[src/rtl/pll_ctl_pkg.sv]
package pll_ctl_pkg;
  localparam int NPLL   = 3;
  localparam int DATA_W = 32;
  localparam int ADDR_W = 3;

  localparam logic [ADDR_W-1:0] A_MODE   = 3'd0;
  localparam logic [ADDR_W-1:0] A_CNT0   = 3'd1;
  localparam logic [ADDR_W-1:0] A_STATUS = 3'd4;

  localparam int B_DIVM   = 4;
  localparam int B_ALT2   = 6;
  localparam int B_OSCSEL = 8;
  localparam int B_OUTSEL = 16;
  localparam int B_DMLOCK = 4;

  typedef struct packed {
    logic [NPLL-1:0] en;
    logic [1:0]      divm;
    logic            alt2;
    logic            oscsel;
    logic [NPLL-1:0] outsel;
  } mode_t;
endpackage

[src/rtl/pll_cfg_regs.sv]
module pll_cfg_regs
  import pll_ctl_pkg::*;
#(
  parameter int CNT_W = 22
) (
  input  logic                   clk,
  input  logic                   rst_n,
  input  logic                   wr_en,
  input  logic [ADDR_W-1:0]      addr,
  input  logic [DATA_W-1:0]      wdata,
  output mode_t                  mode,
  output logic [NPLL*CNT_W-1:0]  lcnt
);
  always_ff @(posedge clk) begin
    if (!rst_n) begin
      mode <= '0;
    end else if (wr_en && addr == A_MODE) begin
      mode.en     <= wdata[NPLL-1:0];
      mode.divm   <= wdata[B_DIVM+1:B_DIVM];
      mode.alt2   <= wdata[B_ALT2];
      mode.oscsel <= wdata[B_OSCSEL];
      mode.outsel <= wdata[B_OUTSEL+NPLL-1:B_OUTSEL];
    end
  end

  for (genvar n = 0; n < NPLL; n++) begin : g_cnt
    always_ff @(posedge clk) begin
      if (!rst_n)
        lcnt[n*CNT_W +: CNT_W] <= '0;
      else if (wr_en && addr == A_CNT0 + ADDR_W'(n))
        lcnt[n*CNT_W +: CNT_W] <= wdata[CNT_W-1:0];
    end
  end
endmodule

[src/rtl/pll_lock_timer.sv]
module pll_lock_timer #(
  parameter int CNT_W = 22
) (
  input  logic             clk,
  input  logic             rst_n,
  input  logic             en,
  input  logic             tick,
  input  logic             div_mode,
  input  logic             lock_in,
  input  logic [CNT_W-1:0] lcnt,
  output logic             done,
  output logic             dm_lock
);
  logic [CNT_W-1:0] cnt;
  logic [CNT_W-1:0] tgt;

  always_ff @(posedge clk) begin
    if (!rst_n) begin
      cnt     <= '0;
      tgt     <= '0;
      done    <= 1'b0;
      dm_lock <= 1'b0;
    end else begin
      dm_lock <= en & div_mode & lock_in;
      if (!en) begin
        cnt  <= '0;
        done <= 1'b0;
        tgt  <= lcnt;
      end else if (!done) begin
        if (cnt == tgt) done <= 1'b1;
        else if (tick)  cnt  <= cnt + 1'b1;
      end
    end
  end

  AST_CNT_LE_TARGET: assert property (@(posedge clk) disable iff (!rst_n)
    cnt <= tgt);
  AST_DONE_STICKY: assert property (@(posedge clk) disable iff (!rst_n)
    done && en |=> done);
  AST_OFF_CLEARS: assert property (@(posedge clk) disable iff (!rst_n)
    !en |=> (!done && !dm_lock && cnt == '0));
  AST_TARGET_HELD: assert property (@(posedge clk) disable iff (!rst_n)
    en |=> (!en || $stable(tgt)));
  AST_MM_NO_LOCK: assert property (@(posedge clk) disable iff (!rst_n)
    !(en && div_mode && lock_in) |=> !dm_lock);
endmodule

[src/rtl/pll_ctl.sv]
module pll_ctl
  import pll_ctl_pkg::*;
#(
  parameter int CNT_W = 22
) (
  input  logic              clk,
  input  logic              rst_n,
  input  logic              tick,
  input  logic [NPLL-1:0]   lock_in,
  input  logic              wr_en,
  input  logic [ADDR_W-1:0] addr,
  input  logic [DATA_W-1:0] wdata,
  output logic [DATA_W-1:0] rdata,
  output logic [NPLL-1:0]   pll_en,
  output logic [NPLL-1:0]   div_mode,
  output logic [NPLL-1:0]   out_sel,
  output logic              pll2_alt_osc,
  output logic              osc_sel
);
  mode_t                 mode;
  logic [NPLL*CNT_W-1:0] lcnt;
  logic [NPLL-1:0]       done;
  logic [NPLL-1:0]       dm_lock;

  pll_cfg_regs #(.CNT_W(CNT_W)) cfg_i (
    .clk(clk), .rst_n(rst_n), .wr_en(wr_en), .addr(addr),
    .wdata(wdata), .mode(mode), .lcnt(lcnt)
  );

  for (genvar n = 0; n < NPLL; n++) begin : g_pll
    if (n < 2) begin : g_sel
      assign div_mode[n] = mode.divm[n];
    end else begin : g_fix
      assign div_mode[n] = 1'b1;
    end
    pll_lock_timer #(.CNT_W(CNT_W)) tmr_i (
      .clk(clk), .rst_n(rst_n), .en(mode.en[n]), .tick(tick),
      .div_mode(div_mode[n]), .lock_in(lock_in[n]),
      .lcnt(lcnt[n*CNT_W +: CNT_W]), .done(done[n]), .dm_lock(dm_lock[n])
    );
  end

  assign pll_en       = mode.en;
  assign out_sel      = mode.outsel;
  assign pll2_alt_osc = mode.alt2;
  assign osc_sel      = mode.oscsel;

  always_comb begin
    rdata = '0;
    if (addr == A_MODE) begin
      rdata[NPLL-1:0]                  = mode.en;
      rdata[B_DIVM+1:B_DIVM]           = mode.divm;
      rdata[B_ALT2]                    = mode.alt2;
      rdata[B_OSCSEL]                  = mode.oscsel;
      rdata[B_OUTSEL+NPLL-1:B_OUTSEL]  = mode.outsel;
    end else if (addr == A_STATUS) begin
      rdata[NPLL-1:0]                  = done;
      rdata[B_DMLOCK+NPLL-1:B_DMLOCK]  = dm_lock;
    end else if (addr < A_STATUS) begin
      for (int n = 0; n < NPLL; n++)
        if (addr == A_CNT0 + ADDR_W'(n))
          rdata[CNT_W-1:0] = lcnt[n*CNT_W +: CNT_W];
    end
  end

  AST_PLL2_DIVIDE: assert property (@(posedge clk) disable iff (!rst_n)
    wr_en && addr == A_MODE |=> div_mode[2]);
  AST_STATUS_RO: assert property (@(posedge clk) disable iff (!rst_n)
    wr_en && addr >= A_STATUS |=> $stable(mode) && $stable(lcnt));
endmodule

[config.mk]
export PLATFORM = sky130hd
export DESIGN_NAME = pll_ctl
export DESIGN_NICKNAME = d
export VERILOG_FILES = /design/src/rtl/pll_ctl_pkg.sv /design/src/rtl/pll_cfg_regs.sv /design/src/rtl/pll_lock_timer.sv /design/src/rtl/pll_ctl.sv
export SDC_FILE = /design/constraint.sdc
export NUM_CORES = 1
export LEC_CHECK = 0
export BUFFER_PORTS_ARGS = -buffer_cell sky130_fd_sc_hd__buf_4
export CORE_ASPECT_RATIO = 1.2
export CORE_UTILIZATION = 50
export DETAILED_ROUTE_END_ITERATION = 10
export GPL_TIMING_DRIVEN = 0
export MAX_ROUTING_LAYER = met4
export PLACE_DENSITY = 0.69
export SYNTH_ARGS = -nofsm -noshare
export SYNTH_HDL_FRONTEND = slang
export SYNTH_SLANG_ARGS = --single-unit
[constraint.sdc]
create_clock -name clk -period 4.8 [get_ports clk]
set_input_delay 0.24 -clock clk [delete_from_list [all_inputs] [get_ports clk]]
set_output_delay 0.24 -clock clk [all_outputs]
set_load 0.02 [all_outputs]
-- Word-level counts from Yosys, hierarchy flattened
Cells that the tools add are included.
W data, S select, Z words.
- word-level logic and storage cells: 75
- memories kept: 0
- bits of input ports: 42
- ROM bits: 0
- register bits: 214
- latch bits: 0
- memory bits (writable): 0
- shifts and indexed selects: 0
- eq/ne operators: 7
- muxes and demuxes: 22
- reductions and logical operators: 11
- divide/modulo/power cells: 0
- bitwise logic cells: 11
- $add $sub $neg: 3
- magnitude comparators: 1
- $mul: 0
- operator list (cell ; count):
    $mux W22 ; 4
    $add A22 B1 Y22 const B ; 3
    $eq A22 B22 Y1 ; 3
    $mux W3 ; 6
    $mux W15 ; 1
    $mux W1 ; 10
    $reduce_and A3 Y1 ; 3
    $mux W7 ; 1
    $eq A3 B2 Y1 const B ; 2
    $not A1 Y1 ; 6
    $reduce_and A2 Y1 ; 3
    $and A1 B1 Y1 ; 5
    $logic_and A1 B1 Y1 ; 4
    $eq A3 B1 Y1 const B ; 1
    $eq A3 B3 Y1 const B ; 1
    $logic_not A3 Y1 ; 1
    $lt A3 B3 Y1 const B ; 1

-- Depth between registers and ports, before layout
- depth after elaboration: 7
- mapped depth: 9
- gate-level depth less buffers: 7

-- Hierarchy
Synthesis repeated with hierarchy kept, for this count alone.
- cells, all modules: 1147
- area total of the unflattened synthesis: 10800.4 um^2
- modules (own cells, without submodules) (module ; instances ; cells an instance ; area each (um^2)):
    pll_lock_timer ; 3 ; 259 ; 2403.6
    pll_cfg_regs ; 1 ; 274 ; 2790.2
    pll_ctl ; 1 ; 96 ; 799.5

-- Worst setup path before layout
No wires, ideal clock.
- path kind: register to register
- start: register g_pll[0].tmr_i.cnt[11]
- end: register g_pll[0].tmr_i.cnt[19]
- library setup time: 0.101 ns
- arrival: 1.813 ns
- cell stages (with the launch flop): 10
- slack: 2.886 ns
- required time: 4.699 ns
- period minus slack after synthesis: 1.914 ns
- path through: dfxtp_1 -> xnor2_1 -> nand4_1 -> or4_1 -> buf_4 -> nor2_4 -> buf_6 -> buf_6 -> o311ai_0 -> o41ai_1
- longest elaborated chain between the ends: 3
- elaborated cells between the ends (all ways): 4
- ends and longest elaborated chain (element ; line ; RTL):
    start: declaration ; pll_lock_timer.sv:14 ; logic [CNT_W-1:0] cnt;
    start signal: assignment ; pll_lock_timer.sv:31 ; else if (tick) cnt <= cnt + 1'b1;
    branches (longest 3 deep; another with $add A22 B1 Y22) ; n/a ;
Several ways; the timed one is not identified.
A chain may end at the register's enable or synchronous reset.

-- Worst setup path in the final report
- start: register g_pll[1].tmr_i.cnt[5]
- end: register g_pll[1].tmr_i.cnt[12]
- longest elaborated chain between the ends: 3
- elaborated cells between the ends (all ways): 4
- ends and longest elaborated chain (element ; line):
    start: declaration ; pll_lock_timer.sv:14
    start signal: assignment ; pll_lock_timer.sv:31
    branches (longest 3 deep; another with $add A22 B1 Y22) ; n/a
Several ways; the timed one is not identified.

==> impl_metrics.ini <==
[status]
status = completed

[detailed_routing]
routedWlPerCell_um = 18.1
drt_iter0_markers = 541
route.met3.wl_um = 1140
highest_layer_used_for_signal_routing = met4
drt_first_pass_iters = 5
drt.antenna.violating_nets = 0
m1_wl_um = 11500
dr_total_vias = 8379
number_of_vias_per_cell_after_detailed_routing = 5.48
detailroute.wirelength.met2_um = 14100
drc_errors = 0
routed_wl_um = 27800

[cts]
worst_setup_hold_path_clk_slew_ps = 60
clockBufferDepth = 3
clock_latency_ps = 510
post_cts_repair_timing_setup_buffer_count = 0
cts_inserted_buffers = 23
cts_sinks = 214
cts.htree.levels = 1
clock-root-buffer = sky130_fd_sc_hd__clkbuf_16
tritoncts = yes

[timing]
timing.max_slew.rel_slack_pct = 42.1
min_cycle_time_layout_ps = 2460
worstMarginPinSlew_ps = 869
max_clock_freq_mhz = 406
fin_worst_hold_slack_ps = 18.3
setup_viol = 0
drv_slew = 0
setup_repair_after_global_routing_missed_its_margin = no
hold_viol_final = 0
skew_ps = 19.6
setup-tns-final_ps = 0
finalCritPeriodShare_pct = 51.3

[power_and_ir_drop]
cellPowerDensity_nw_per_um2 = 318
power_report.internal_total_w = 0.00285
switchingPower_w = 0.000908
vdd.ir_drop.worst_uv = 254
power.share.combinational_pct = 7.5
power.switching_fraction_pct = 24.2
pwr-share-clk_pct = 44.2
pwr-share-seq_pct = 48.4
power.leakage_nw = 4.18

[setup_path]
reg2regPathDepth = 8
worst-endpoint-arrival_ps = 2880
worstPathRequired_ps = 5220
reg2reg_to = g_pll[1].tmr_i.cnt[12]$_SDFFE_PN0P_
timing.critical_path.from = g_pll[1].tmr_i.cnt[5]$_SDFFE_PN0P_
critical_path_peak_fanout = 10
reg2reg_slack_ps = 2340
worst_setup_path_endpoint = g_pll[1].tmr_i.cnt[12]$_SDFFE_PN0P_
timing_worst_setup_path_type = flop to flop
critPathCaptureType = flop
crit_path_start_kind = flop
beginning_of_the_worst_register_to_register_path = g_pll[1].tmr_i.cnt[5]$_SDFFE_PN0P_

[grt]
antenna_violations_before_repair = 0
global_route.overflow_total = 0
grt_usage_pct = 27.4
grt_max_degree = 14
vias_in_the_first_global_route = 8184
first_pass_grt_wire_length_um = 44400

[die]
io_pins = 85
start_util_pct = 51.0
die_y_um = 159
num_rows = 57
floorplan.core_area_um2 = 20200
die_w_um = 133
dieArea_um2 = 21200

[logic_synthesis]
synthDistinctLibCells = 55
yosys_most_used_dff = sky130_fd_sc_hd__dfxtp_1
synth_seq_area_share_pct = 41.6
ys_seq_elements = 214
yosys_warnings = 0
synthesis.instances = 1154
ys_async_sr_fraction_pct = 0
synth_edf_count = 0
synthesized_area_um2 = 10300
synth.avg_cell_area_um2 = 8.92

[cells_and_area]
register_area_um2 = 4280
multi_input_comb_area_um2 = 5560
num_antenna_cells = 0
layout-drive-gt1-share_pct = 12.3
design.final.nets = 1296
area.growth.synth_to_final_pct = 14.9
most-common-layout-cells = 214 x sky130_fd_sc_hd__dfxtp_1, 209 x sky130_fd_sc_hd__nand2_1, 82 x sky130_fd_sc_hd__mux2i_1
fillerInstances = 1815
layout_commonest_cell = sky130_fd_sc_hd__dfxtp_1

[placement]
place_hpwl_um = 21200
gp_routability_congestion = 0.868
port-buffer-count = 60

[hold_path]
min-delay-path-class = primary input to flop

[flow_run]
maxCapViolations = 0
-- cell families (layout without fill, tap and decap cells) --
| logic type | Yosys count | after routing | share of synthesized area, % |
|---|---|---|---|
| adders and majority gates | 3 | 3 | 0.365 |
| AOI/OAI and AO/OA | 184 | 184 | 12.3 |
| DFF | 214 | 214 | 41.6 |
| buffers and inverters | 101 | 203 | 4.69 |
| muxes | 104 | 104 | 11.5 |
| and+or+nand+nor | 471 | 471 | 23.1 |
| other | 2 | 11 | 0.0730 |
| xor gates and xnor gates | 75 | 75 | 6.38 |
-- worst max-delay path: stages, from the launching register on --
cell and delay (ps):
sky130_fd_sc_hd__dfxtp_1 350, sky130_fd_sc_hd__xor2_1 210, sky130_fd_sc_hd__nor4_1 420, sky130_fd_sc_hd__nand4_1 200, sky130_fd_sc_hd__nor2_1 440, sky130_fd_sc_hd__buf_2 310, sky130_fd_sc_hd__buf_4 210, sky130_fd_sc_hd__o21ai_0 100
sky130_fd_sc_hd__a21oi_1 130
-- state kept, by name, indices dropped and copies added, names as in the netlist --
register and flops:
cfg_i.lcnt 66, cfg_i.mode 10, g_pll.tmr_i.dm_lock 3, g_pll.tmr_i.cnt 66, g_pll.tmr_i.done 3, g_pll.tmr_i.tgt 66
-- per-layer routing --
metal	vias to the layer above	track usage [%]
met5	-	-
met4	0	11.3
met3	60	3.60
met2	213	47.2
met1	3965	32.0
li1	4141	-
-- how the worst min path moves through the flow --
stage                     slack [ps]                        start                           to  depth (start not counted)
after floorplan                  380                    wdata[17]  cfg_i.lcnt[17]$_SDFFE_PN0P_                          2
after global placement           470  cfg_i.lcnt[46]$_SDFFE_PN0P_  cfg_i.lcnt[46]$_SDFFE_PN0P_                          2
after detailed placement         470  cfg_i.lcnt[17]$_SDFFE_PN0P_  cfg_i.lcnt[17]$_SDFFE_PN0P_                          2
after CTS                          2                     wdata[0]  cfg_i.lcnt[44]$_SDFFE_PN0P_                          3
after global routing               7                    wdata[20]  cfg_i.lcnt[20]$_SDFFE_PN0P_                          3
final                             20                     wdata[7]   cfg_i.lcnt[7]$_SDFFE_PN0P_                          3
-- power by group through the flow --
stage	clock network (W)	registers (W)	logic, W
after floorplan	0	0.00185	0.000181
after global placement	0	0.00186	0.000274
after detailed placement	0	0.00186	0.000276
after CTS	0.00168	0.00182	0.000279
after global routing	0.00175	0.00182	0.000302
final	0.00166	0.00182	0.000281
-- layout make-up --
| type | count | share of cell area, % |
|---|---|---|
| clock buffers | 34 | 5.55 |
| repair buffers | 63 | 4.06 |
| multi-input cells | 848 | 47.0 |
| inverters | 15 | 0.476 |
| flip-flops and latches | 214 | 36.2 |
| clock inverters | 5 | 0.275 |
| well taps | 265 | 2.80 |
| plain buffers | 86 | 3.61 |
-- synthesized netlist by cell type (3+ instances only) --
cell,count,area (um^2)
sky130_fd_sc_hd__o211ai_1,11,82.6
sky130_fd_sc_hd__nand2b_1,17,106
sky130_fd_sc_hd__nand3_1,21,105
sky130_fd_sc_hd__or3_1,19,119
sky130_fd_sc_hd__o31ai_1,15,113
sky130_fd_sc_hd__nand2_1,209,785
sky130_fd_sc_hd__ha_1,3,37.5
sky130_fd_sc_hd__nor3_1,4,20.0
sky130_fd_sc_hd__and3_1,17,106
sky130_fd_sc_hd__mux2i_1,82,821
sky130_fd_sc_hd__buf_1,7,26.3
sky130_fd_sc_hd__nor4_1,18,113
sky130_fd_sc_hd__buf_4,19,143
sky130_fd_sc_hd__xor2_1,45,394
sky130_fd_sc_hd__clkbuf_1,49,184
sky130_fd_sc_hd__nor2_1,35,131
sky130_fd_sc_hd__o21a_1,5,37.5
sky130_fd_sc_hd__inv_1,15,56.3
sky130_fd_sc_hd__mux2_2,12,135
sky130_fd_sc_hd__nor3b_1,4,30.0
sky130_fd_sc_hd__nand4_1,14,87.6
sky130_fd_sc_hd__and4_1,5,43.8
sky130_fd_sc_hd__a22oi_1,12,90.1
sky130_fd_sc_hd__a21oi_1,30,150
sky130_fd_sc_hd__buf_6,3,33.8
sky130_fd_sc_hd__buf_2,8,40.0
sky130_fd_sc_hd__xnor2_1,30,263
sky130_fd_sc_hd__and2_1,8,50.1
sky130_fd_sc_hd__o21ai_0,22,110
sky130_fd_sc_hd__or4_1,16,120
sky130_fd_sc_hd__dfxtp_1,214,4280
sky130_fd_sc_hd__a21boi_0,76,571
sky130_fd_sc_hd__nor2b_1,72,450
sky130_fd_sc_hd__mux4_2,10,225
-- timing repair --
action	CTS	global route
hold endpoints to repair	3	0
hold buffers	3	0
gates resized for setup	0	0
-- through the flow --
stage	std cells	utilization [%]	power [W]	worst slack (ps)	area, um^2
5_1_grt	1530	58.6	0.00387	2080	11800
6_report	1530	58.6	0.00376	2340	11800
4_1_cts	1530	58.6	0.00378	2310	11800
3_5_place_dp	1488	55.0	0.00213	2330	11100
3_3_place_gp	1488	55.0	0.00213	2370	11100
2_1_floorplan	1163	-	0.00203	2890	10300
No activity file was read; power rests on OpenSTA's default activity.
